**src/rtl/rev_pkg.sv**
```systemverilog
package rev_pkg;

  typedef enum logic [1:0] {
    SL_MAJ = 2'd0,
    SL_UMS = 2'd1,
    SL_TOP = 2'd2
  } slice_kind_e;

  typedef struct packed {
    logic c;
    logic a;
    logic b;
  } line3_t;

  // controlled-NOT, a controls b
  function automatic line3_t cnot_ab(line3_t l);
    line3_t r = l;
    r.b = l.b ^ l.a;
    return r;
  endfunction

  // controlled-NOT, c controls b
  function automatic line3_t cnot_cb(line3_t l);
    line3_t r = l;
    r.b = l.b ^ l.c;
    return r;
  endfunction

  // controlled-swap of a and c, b controls
  function automatic line3_t cswap_ac(line3_t l);
    line3_t r = l;
    if (l.b) begin
      r.a = l.c;
      r.c = l.a;
    end
    return r;
  endfunction

endpackage

```
**src/rtl/rev_slice.sv**
```systemverilog
module rev_slice
  import rev_pkg::*;
#(
  parameter int unsigned W    = 9,
  parameter int unsigned CI   = 0,
  parameter int unsigned AI   = 1,
  parameter int unsigned BI   = 2,
  parameter slice_kind_e KIND = SL_MAJ,
  parameter bit          INV  = 1'b0
) (
  input  logic [W-1:0] v_i,
  output logic [W-1:0] v_o
);

  line3_t l_in, l_out;

  assign l_in = '{c: v_i[CI], a: v_i[AI], b: v_i[BI]};

  generate
    if (KIND == SL_MAJ) begin : g_maj
      if (!INV) begin : g_fwd
        assign l_out = cswap_ac(cnot_ab(l_in));
      end else begin : g_rev
        assign l_out = cnot_ab(cswap_ac(l_in));
      end
    end else if (KIND == SL_UMS) begin : g_ums
      if (!INV) begin : g_fwd
        assign l_out = cnot_cb(cswap_ac(l_in));
      end else begin : g_rev
        assign l_out = cswap_ac(cnot_cb(l_in));
      end
    end else begin : g_top
      // the two XORs commute, same order both ways
      assign l_out = cnot_cb(cnot_ab(l_in));
    end
  endgenerate

  always_comb begin
    v_o     = v_i;
    v_o[CI] = l_out.c;
    v_o[AI] = l_out.a;
    v_o[BI] = l_out.b;
  end

endmodule

```
**src/rtl/rev_vnet.sv**
```systemverilog
module rev_vnet
  import rev_pkg::*;
#(
  parameter int unsigned N   = 4,
  parameter bit          INV = 1'b0
) (
  input  logic [N-1:0] a_i,
  input  logic [N-1:0] b_i,
  input  logic         c_i,
  output logic [N-1:0] a_o,
  output logic [N-1:0] b_o,
  output logic         c_o
);

  localparam int unsigned W  = 2 * N + 1;
  localparam int unsigned NS = 2 * N; // stage vectors incl. input

  logic [W-1:0] st [NS];
  logic [W-1:0] v_in;

  // wire map: 0 = carry line, a_k at 2k+1, b_k at 2k+2
  assign v_in[0] = c_i;
  for (genvar k = 0; k < N; k++) begin : g_pack
    assign v_in[2*k+1] = a_i[k];
    assign v_in[2*k+2] = b_i[k];
    assign a_o[k]      = st[NS-1][2*k+1];
    assign b_o[k]      = st[NS-1][2*k+2];
  end
  assign c_o   = st[NS-1][0];
  assign st[0] = v_in;

  // slice k uses as carry the line left by slice k-1 on its a wire
  for (genvar s = 0; s < NS - 1; s++) begin : g_stage
    localparam bit          FIRST = (s < N - 1);
    localparam bit          MID   = (s == N - 1);
    // forward: maj 0..N-2, top, ums N-2..0 ; reverse mirrors it
    localparam int unsigned KF    = FIRST ? s : (MID ? N - 1 : 2 * N - 2 - s);
    localparam int unsigned K     = KF;
    localparam slice_kind_e KD    = MID ? SL_TOP :
                                    (FIRST ? (INV ? SL_UMS : SL_MAJ)
                                           : (INV ? SL_MAJ : SL_UMS));
    localparam int unsigned CIX   = (K == 0) ? 0 : 2 * K - 1;
    rev_slice #(
      .W   (W),
      .CI  (CIX),
      .AI  (2 * K + 1),
      .BI  (2 * K + 2),
      .KIND(KD),
      .INV (INV)
    ) u_slice (
      .v_i(st[s]),
      .v_o(st[s+1])
    );
  end

endmodule

```
**src/rtl/rev_vadd_top.sv**
```systemverilog
module rev_vadd_top #(
  parameter int unsigned N = 4
) (
  input  logic [N-1:0] a_i,
  input  logic [N-1:0] b_i,
  input  logic         anc_i,
  output logic [N-1:0] a_o,
  output logic [N-1:0] s_o,
  output logic         anc_o,
  input  logic [N-1:0] ia_i,
  input  logic [N-1:0] is_i,
  input  logic         ianc_i,
  output logic [N-1:0] ia_o,
  output logic [N-1:0] ib_o,
  output logic         ianc_o
);

  rev_vnet #(.N(N), .INV(1'b0)) u_fwd (
    .a_i(a_i), .b_i(b_i), .c_i(anc_i),
    .a_o(a_o), .b_o(s_o), .c_o(anc_o)
  );

  rev_vnet #(.N(N), .INV(1'b1)) u_rev (
    .a_i(ia_i), .b_i(is_i), .c_i(ianc_i),
    .a_o(ia_o), .b_o(ib_o), .c_o(ianc_o)
  );

endmodule

```
**config.mk**
```make
export PLATFORM = sky130hd
export DESIGN_NAME = rev_vadd_top
export DESIGN_NICKNAME = d
export VERILOG_FILES = /design/src/rtl/rev_pkg.sv /design/src/rtl/rev_slice.sv /design/src/rtl/rev_vnet.sv /design/src/rtl/rev_vadd_top.sv
export SDC_FILE = /design/constraint.sdc
export NUM_CORES = 1
export LEC_CHECK = 0
export ABC_AREA = 1
export BUFFER_PORTS_ARGS = -buffer_cell sky130_fd_sc_hd__buf_2
export CORE_UTILIZATION = 23
export DETAILED_ROUTE_END_ITERATION = 10
export SLEW_MARGIN = 5
export SYNTH_ARGS = -nofsm -noshare
export SYNTH_HDL_FRONTEND = slang
export SYNTH_SLANG_ARGS = --single-unit
```
**constraint.sdc**
```tcl
create_clock -name vclk -period 0.9
set_clock_uncertainty 0.2 [all_clocks]
set_input_delay 0.09 -clock vclk [all_inputs]
set_output_delay 0.09 -clock vclk [all_outputs]
set_load 0.01 [all_outputs]
```
---- Word-level counts from Yosys, hierarchy flattened ----
Index checks and enable logic that the tools add are counted.
storage, ports and cells
  register bits ........................... 0
  logic and storage cells ................. 28
  bits of input ports ..................... 18
  output and inout bits ................... 18
operators by class
  bitwise gates (word level) .............. 16
  multiplexer cells ....................... 12
operators with widths
  cell               count
  2-bit 2-to-1 mux   12
  1-bit bitwise XOR  16

---- Depth between registers and ports, before layout ----
Gate-level depths: netlist (run 1).
  word-level depth ........................ 10
  mapped depth ............................ 12
  depth with buffers taken out ............ 12

---- Cells and area by module ----
From an unflattened synthesis (run 1), not the netlist that was laid out.
second synthesis, totals
  cells, all modules ...................... 226
  area, all modules ....................... 1248.7 um^2
modules (own cells, without submodules)
  module                                    instances  seq. area each (um^2)  cells each  area each (um^2)
  rev_slice (u_fwd.g_stage[0].u_slice ...)  6          0.0                    16          91.3
  rev_slice (u_fwd.g_stage[4].u_slice ...)  6          0.0                    16          85.1
  rev_slice (u_fwd.g_stage[3].u_slice ...)  2          0.0                    17          95.1

---- Least setup slack after synthesis (run 1) ----
No wires, ideal clock.
  path kind ............................... input-to-output
  start point ............................. input b_i[0]
  end point ............................... output s_o[3]
  path buffers ............................ 0
  cell stages on the path ................. 6
  setup slack ............................. -0.194 ns
  arrival ................................. 0.804 ns
  data required time ...................... 0.610 ns
  cells stage by stage .................... or2_1 > nand2_1 > o21ai_2 > nand2_1 > nand2_1 > xor2_1
on the way
  word-level cells in the longest chain between the ends .. 5
RTL lines
  element                        line               RTL
  from (decl)                    rev_vadd_top.sv:5  input logic [N-1:0] b_i,
  1-bit bitwise XOR              rev_pkg.sv:18      r.b = l.b ^ l.a;
  2-bit 2-to-1 mux (3 in a row)  rev_pkg.sv:32      if (l.b) begin
  1-bit bitwise XOR              rev_pkg.sv:25      r.b = l.b ^ l.c;
  to (decl)                      rev_vadd_top.sv:8  output logic [N-1:0] s_o,
No other way between the ends.

---- Worst setup path after layout (run 1) ----
  start point ............................. input is_i[0]
  end point ............................... output ib_o[3]
on the way
  word-level cells in the longest chain between the ends .. 7
RTL lines
  element              line                RTL
  from (decl)          rev_vadd_top.sv:11  input logic [N-1:0] is_i,
  1-bit bitwise XOR *  rev_pkg.sv:25
  2-bit 2-to-1 mux *   rev_pkg.sv:32
  1-bit bitwise XOR    rev_pkg.sv:25
  2-bit 2-to-1 mux *   rev_pkg.sv:32
  1-bit bitwise XOR    rev_pkg.sv:25
  2-bit 2-to-1 mux *   rev_pkg.sv:32
  1-bit bitwise XOR *  rev_pkg.sv:25
  to (decl)            rev_vadd_top.sv:14  output logic [N-1:0] ib_o,
Mark *: on every way between the ends. The rest lies on a longest branch, timed or not.

==> flow_metrics.py, run 1 <==
metrics = {
    "setup_path": {
        "crit_slowest_cell": "buf_12",
        "cp_top_family": "simple AND/OR/NAND/NOR gates",
        "critPathLaunch": "is_i[0]",
        "critPathArrivalTime_ns": 1.00,
        "path_cells": "buf_12 -> clkinv_8 -> nand2_4 -> nand2_4 -> nand2_2 -> nand2_2 -> nand3_2 -> nand2_2 -> nand2_2 -> nand2_2 -> nand2_1 -> nand2_1 -> nand2_2 -> buf_6",
        "cpPeakStageDelay_ns": 0.11,
        "worst-path-stages": 14,
        "worstSetupPathType": "primary input to output port",
        "start_kind": "primary input",
        "crit_buf_inv": 3,
        "worstPathRequired_ns": 0.61,
        "crit_path_end_kind": "output port",
        "path_max_fanout": 3,
        "cpMostUsedCell": "nand2_2",
    },
    "floorplan": {
        "die_area_sq_um": 1600,
        "io_pins": 36,
        "rows": 13,
        "start_util_pct": 25.2,
        "die_w_um": 40.0,
        "die_y_um": 40.0,
        "fp.coreArea_sq_um": 1320,
    },
    "synth": {
        "ys_seq_area_share_pct": 0,
        "syn_area_sq_um": 332,
        "synth_cells": 56,
        "syn_nets": 74,
        "synth-warning-count": 0,
        "yosys.cell_types.count": 14,
        "syn_area_per_cell_sq_um": 5.92,
    },
    "min_path": {
        "hp-start": "a_i[0]",
        "hold_depth": 2,
        "min_path_type": "primary input to output port",
    },
    "sta": {
        "rsz0062_at_grt": "true",
        "fmax_mhz": 775,
        "setup_ws_ns": -0.390,
        "max_slew_margin_pct": 84.1,
        "tightest_slew_ns": 0.238,
        "tns_ns": -2.15,
        "slew_violations": 0,
        "final.period_utilization_pct": 143,
        "period_minus_slack_ns": 1.29,
        "setup_viol": 8,
        "hold_viol_final": 0,
    },
    "clock_tree": {
        "cts_hold_buf": 0,
    },
    "placed_design": {
        "hpwl_um": 690,
        "dpl.cell_count": 103,
        "gp_congestion": 0.640,
        "place_ws_ns": -0.455,
        "port_buffers": 36,
        "place_area_sq_um": 556,
    },
    "global_routing": {
        "antenna_found_initial": 0,
        "grt_pass1_vias": 347,
        "grtUsageTotal_pct": 11.1,
        "grt_max_degree": 5,
        "overflow": 0,
        "grt_pass1_wl_um": 1260,
    },
    "layout": {
        "final_common_cell": "buf_2",
        "regArea_sq_um": 0,
        "final_nets": 108,
        "nClkBuffers": 0,
        "num_antenna_cells": 0,
        "fillers": 140,
        "stdcell_count": 103,
        "fin_area_sq_um": 648,
        "final_cell_mix": "buf_2, nand2_1, nand2_2",
        "seq_cells": 0,
        "area_growth_pct": 95.5,
        "drive_gt1_share_pct": 71.6,
    },
    "pwr": {
        "leakage_uw": 0.000388,
        "p_per_area_nw_per_um2": 669,
        "power.total_uw": 433,
        "ir_drop_mv": 0.259,
    },
    "detailed_routing": {
        "vias": 425,
        "wl_um": 857,
        "routedWlPerCell_um": 8.32,
        "avgViaCountPerCell": 4.13,
        "antenna_left": 0,
        "drt_iter0_drc": 1,
        "drc_errors": 0,
        "dr.pass1.iters": 2,
    },
    "outcome": {
        "violations": "negative setup slack",
        "status": "finished with violations",
    },
    "flow_run": {
        "cap_viol_max_count": 0,
    },
}
## repair_timing
action	4_1_cts	5_1_grt
gates cloned	0	0
pin swaps	7	6
resized for setup	15	7
setup buffers	1	0
endpoints found under the setup margin	8	8
## cells in the mapped netlist
cell type      count  area (sq um)
inv_2              1          3.75
xnor3_1            1          22.5
buf_4              2          15.0
clkbuf_1           7          26.3
nand3_2            2          20.0
xnor2_1            1          8.76
dlygate4sd1_1      1          8.76
inv_1              7          26.3
nand2_2            5          31.3
nand2_1           15          56.3
xor2_1            10          87.6
nand3_1            2          10.0
o21ai_2            1          8.76
or2_1              1          6.26
## cell families (layout without fill, tap and decap cells)
kind of cell | Yosys count | in the layout | synth area share [%]
and+or+nand+nor | 25 | 25 | 37.4
AOI/OAI and AO/OA | 1 | 1 | 2.64
xor gates and xnor gates | 12 | 12 | 35.8
buffers and inverters | 18 | 50 | 24.2
## worst paths after layout
path,endpoint,slack (ns)
worst max-delay path,ib_o[3],-0.39
worst min-delay path,a_o[0],0.16
## through the flow
| step | util (%) | hold slack (ns) |
|---|---|---|
| finish | 49.2 | 0.164 |
| floorplan | - | 0.0439 |
| global route | 49.2 | 0.176 |
| global placement | 42.2 | 0.180 |
| detailed placement | 42.2 | 0.183 |
| CTS | 47.9 | 0.167 |
## area by class of cell
type / instances / area [sq um] / share of cell area (%)
inverter: 8 / 42.5 / 6.56
multi-input combinational: 38 / 314 / 48.5
tap: 15 / 18.8 / 2.90
timing repair buffer: 42 / 273 / 42.1
## layer usage
layer,GRT usage (%),vias to the layer above,share of wire [%]
met1,10.7,189,31
li1,-,222,-
met3,1.11,0,6.1
met4,0,0,0
met2,25.0,14,63
met5,0,-,0
## power by group
group / total (uW) / internal, uW / switching, uW
Clock: 0 / 0 / 0
Combinational: 433 / 220 / 213
Sequential: 0 / 0 / 0
Total: 433 / 220 / 213
Note: power is estimated with default switching activity, not from simulation.
==> run 2, diff against run 1 <==
CORE_AREA = 2 2 39 41   (was not set)
CORE_UTILIZATION = not set   (was 23)
DIE_AREA = 0 0 41 43   (was not set)
SETUP_SLACK_MARGIN = 0.5   (was not set)
==> flow_metrics.py, run 2 (synthesized netlist as in run 1, its figures left out) <==
metrics = {
    "outcome": {
        "status": "finished with violations",
        "violations": "negative setup slack",
    },
    "floorplan": {
        "die_w_um": 41,
        "start_util_pct": 24.0,
        "rows": 14,
        "die_area_sq_um": 1760,
        "die_y_um": 43,
        "fp.coreArea_sq_um": 1380,
        "io_pins": 36,
    },
    "global_routing": {
        "grtUsageTotal_pct": 13.1,
        "grt_max_degree": 5,
        "grt_pass1_vias": 412,
        "overflow": 0,
        "antenna_found_initial": 0,
        "grt_pass1_wl_um": 1670,
    },
    "sta": {
        "setup_ws_ns": -0.388,
        "period_minus_slack_ns": 1.29,
        "max_slew_margin_pct": 82.8,
        "fmax_mhz": 776,
        "rsz0062_at_grt": "true",
        "final.period_utilization_pct": 143,
        "tightest_slew_ns": 0.256,
        "hold_viol_final": 0,
        "setup_viol": 9,
        "slew_violations": 0,
    },
    "min_path": {
        "min_path_type": "primary input to output port",
    },
    "pwr": {
        "p_per_area_nw_per_um2": 621,
        "leakage_uw": 0.000519,
        "ir_drop_mv": 0.303,
    },
    "detailed_routing": {
        "drc_errors": 0,
        "drt_iter0_drc": 2,
        "vias": 464,
        "dr.pass1.iters": 2,
        "wl_um": 1120,
        "avgViaCountPerCell": 3.97,
        "antenna_left": 0,
        "routedWlPerCell_um": 9.56,
    },
    "setup_path": {
        "path_max_fanout": 3,
        "path_cells": "buf_8 -> or2_4 -> nand2_4 -> o21ai_4 -> nand2_2 -> nand2_2 -> xor2_2 -> buf_2",
        "crit_slowest_cell": "or2_4",
        "worstPathRequired_ns": 0.61,
        "cpMostUsedCell": "nand2_2",
        "start_kind": "primary input",
        "crit_path_end_kind": "output port",
        "worstSetupPathType": "primary input to output port",
        "critPathArrivalTime_ns": 1.00,
        "cpPeakStageDelay_ns": 0.26,
    },
    "layout": {
        "final_util_pct": 69.5,
        "nClkBuffers": 0,
        "final_cell_mix": "buf_6, buf_2, nand2_2",
        "fillers": 114,
        "fin_area_sq_um": 962,
        "regArea_sq_um": 0,
        "num_antenna_cells": 0,
        "seq_cells": 0,
        "final_common_cell": "buf_6",
        "area_growth_pct": 190,
        "drive_gt1_share_pct": 81.2,
        "final_nets": 121,
        "multiInputGateArea_sq_um": 357,
    },
    "placed_design": {
        "hpwl_um": 660,
        "place_area_sq_um": 594,
        "port_buffers": 36,
        "gp_congestion": 0.584,
    },
    "flow_run": {
        "cap_viol_max_count": 0,
    },
    "clock_tree": {
        "cts_hold_buf": 0,
    },
}
## run 2: repair_timing
action                                 CTS  global route
resized for setup                       47            16
buffers inserted                         8             2
setup endpoints to repair               18            18
endpoints found under the hold margin    0             0
pin swaps                                8             8
## run 2: worst max-delay path: cells and delay by family
| family | cells | cell delay, ns |
|---|---|---|
| simple gates | 4 | 0.48 |
| xor+xnor | 1 | 0.13 |
| buf+inv | 2 | 0.24 |
| compound gates | 1 | 0.06 |
## run 2: worst paths after layout
check / from / endpoint / slack, ns / cells after the start
worst max-delay path: a_i[0] / s_o[3] / -0.39 / 8
worst min-delay path: ia_i[2] / ia_o[2] / 0.14 / 2
## run 2: where the power goes
part           switching (uW)  leakage [uW]  internal [uW]
Combinational             251      0.000519            346
Sequential                  0             0              0
Clock                       0             0              0
Total                     251      0.000519            346
## run 2: cell type report
cell class | count | share of cell area [%]
tap | 16 | 2.08
timing repair buffer | 55 | 56.4
multi-input combinational | 38 | 37.1
inverter | 8 | 4.42
## run 2: layer usage
layer	up-vias	global-route usage, %	routed length [um]
met3	0	0	46
met1	206	14.4	320
met5	-	0	0
met4	0	0	0
met2	14	26.9	751
li1	244	-	-
## run 2: per-stage QoR
step | hold WS (ns) | total power, uW | TNS, ns | setup WS, ns | instances
after floorplan | 0.0370 | 242 | -0.505 | -0.151 | 56
after global routing | 0.143 | 643 | -3.22 | -0.451 | 117
after CTS | 0.138 | 548 | -2.76 | -0.422 | 115
after detailed placement | 0.179 | 398 | -2.60 | -0.454 | 107
final | 0.137 | 598 | -2.78 | -0.388 | 117
after global placement | 0.179 | 393 | -2.51 | -0.431 | 107
==> run 3, diff against run 2 <==
clock period = 1.5 ns   (was 0.9 ns; I/O delays follow)
==> flow_metrics.py, run 3 (synthesized netlist as in run 1, its figures left out) <==
metrics = {
    "layout": {
        "nClkBuffers": 0,
        "final_common_cell": "buf_2",
        "stdcell_count": 100,
        "final_nets": 104,
        "regArea_sq_um": 0,
        "fillers": 144,
        "drive_gt1_share_pct": 76.2,
        "final_cell_mix": "buf_2, nand2_2, xor2_1",
        "area_growth_pct": 96.6,
        "num_antenna_cells": 0,
        "seq_cells": 0,
    },
    "flow_run": {
        "cap_viol_max_count": 0,
    },
    "floorplan": {
        "io_pins": 36,
        "die_y_um": 43,
        "rows": 14,
        "fp.coreArea_sq_um": 1380,
        "start_util_pct": 24.0,
        "die_area_sq_um": 1760,
        "die_w_um": 41,
    },
    "global_routing": {
        "overflow": 0,
        "grt_max_degree": 5,
        "grt_use_met3_pct": 0,
        "antenna_found_initial": 0,
        "globalRouteMet2Util_pct": 15.3,
        "grt_util_met1_pct": 10.2,
        "grt_pass1_vias": 303,
        "top_usage_layer": "met2",
        "grtUsageTotal_pct": 8.12,
        "grt_pass1_wl_um": 1110,
    },
    "sta": {
        "rsz0062_at_grt": "true",
        "period_minus_slack_ns": 1.42,
        "final.period_utilization_pct": 94.5,
        "tightest_slew_ns": 0.254,
        "fmax_mhz": 706,
        "max_slew_margin_pct": 83.0,
        "worst_hold_slack_ns": 0.289,
        "setup_viol": 0,
        "hold_viol_final": 0,
        "slew_violations": 0,
    },
    "detailed_routing": {
        "drc_errors": 0,
        "antenna_left": 0,
        "routedWlPerCell_um": 7.51,
        "wl_um": 751,
        "vias": 396,
        "avgViaCountPerCell": 3.96,
        "drt_iter0_drc": 0,
        "dr.pass1.iters": 1,
    },
    "pwr": {
        "clkPwrFrac_pct": 0,
        "p_comb_share_pct": 100.0,
        "netSwitchingFraction_pct": 50.0,
        "seq_power_share_pct": 0,
        "p_sw_uw": 131,
        "leakage_uw": 0.000378,
        "p_int_uw": 131,
        "p_per_area_nw_per_um2": 401,
        "ir_drop_mv": 0.136,
    },
    "placed_design": {
        "dpl.cell_count": 98,
        "gp_congestion": 0.646,
        "hpwl_um": 614,
        "port_buffers": 36,
    },
    "setup_path": {
        "crit_slowest_cell": "buf_12",
        "crit_path_end_kind": "output port",
        "path_max_fanout": 3,
        "path_cells": "buf_12 -> clkinv_8 -> nand2_4 -> nand2_4 -> nand2_2 -> nand2_2 -> nand3_2 -> nand2_2 -> nand2_2 -> nand2_2 -> nand2_1 -> nand2_1 -> nand2_2 -> buf_6",
        "cpPeakStageDelay_ns": 0.11,
        "cpMostUsedCell": "nand2_2",
        "worstPathRequired_ns": 1.15,
        "critPathLaunch": "is_i[0]",
        "start_kind": "primary input",
        "worstSetupPathType": "primary input to output port",
        "crit_path_end": "ib_o[3]",
        "critPathArrivalTime_ns": 1.07,
    },
    "outcome": {
        "status": "finished clean",
    },
    "min_path": {
        "min_path_type": "primary input to output port",
    },
}
## run 3: worst min path at each step
stage,start,end,cells past startpoint
final,a_i[0],a_o[0],2
after global routing,a_i[0],a_o[0],2
after CTS,a_i[0],a_o[0],2
after detailed placement,ia_i[2],ia_o[2],2
after global placement,ia_i[2],ia_o[2],2
after floorplan,ia_i[1],ib_o[1],1
## run 3: metal layers
layer	vias to the layer above	wire, um
met5	-	0
met4	0	0
met3	0	38
met2	11	453
met1	176	260
li1	209	-
## run 3: power groups by stage
| stage | clock network, uW | registers, uW | logic [uW] |
|---|---|---|---|
| after floorplan | 0 | 0 | 138 |
| after global placement | 0 | 0 | 213 |
| after detailed placement | 0 | 0 | 215 |
| after CTS | 0 | 0 | 247 |
| after global routing | 0 | 0 | 287 |
| final | 0 | 0 | 262 |
## run 3: area by class of cell
cell class / count / area, sq um / area share [%]
inverter: 8 / 42.5 / 6.53
multi-input combinational: 38 / 347 / 53.2
tap: 16 / 20.0 / 3.07
timing repair buffer: 38 / 243 / 37.2
## run 3: through the flow
step                      cell area, sq um  total power [uW]  util [%]  setup slack [ns]  TNS [ns]
after floorplan                        372               138         -             0.328         0
after global placement                 522               213      37.7            0.0332         0
after detailed placement               522               215      37.7            0.0147         0
after CTS                              602               247      43.5            0.0483         0
after global routing                   652               287      47.1           -0.0334   -0.0334
final                                  652               262      47.1            0.0827         0
## run 3: critical path: cells and delay by family
kind	cells	cell delay, ns
and+or+nand+nor	11	0.66
buffers and inverters	3	0.25
## run 3: repair_timing
| item | 4_1_cts | 5_1_grt |
|---|---|---|
| endpoints found under the setup margin | 8 | 8 |
| hold buffers | 0 | 0 |
| pin swaps | 7 | 11 |
| setup buffers | 2 | 0 |
| hold endpoints to repair | 0 | 0 |
| resized for setup | 15 | 12 |
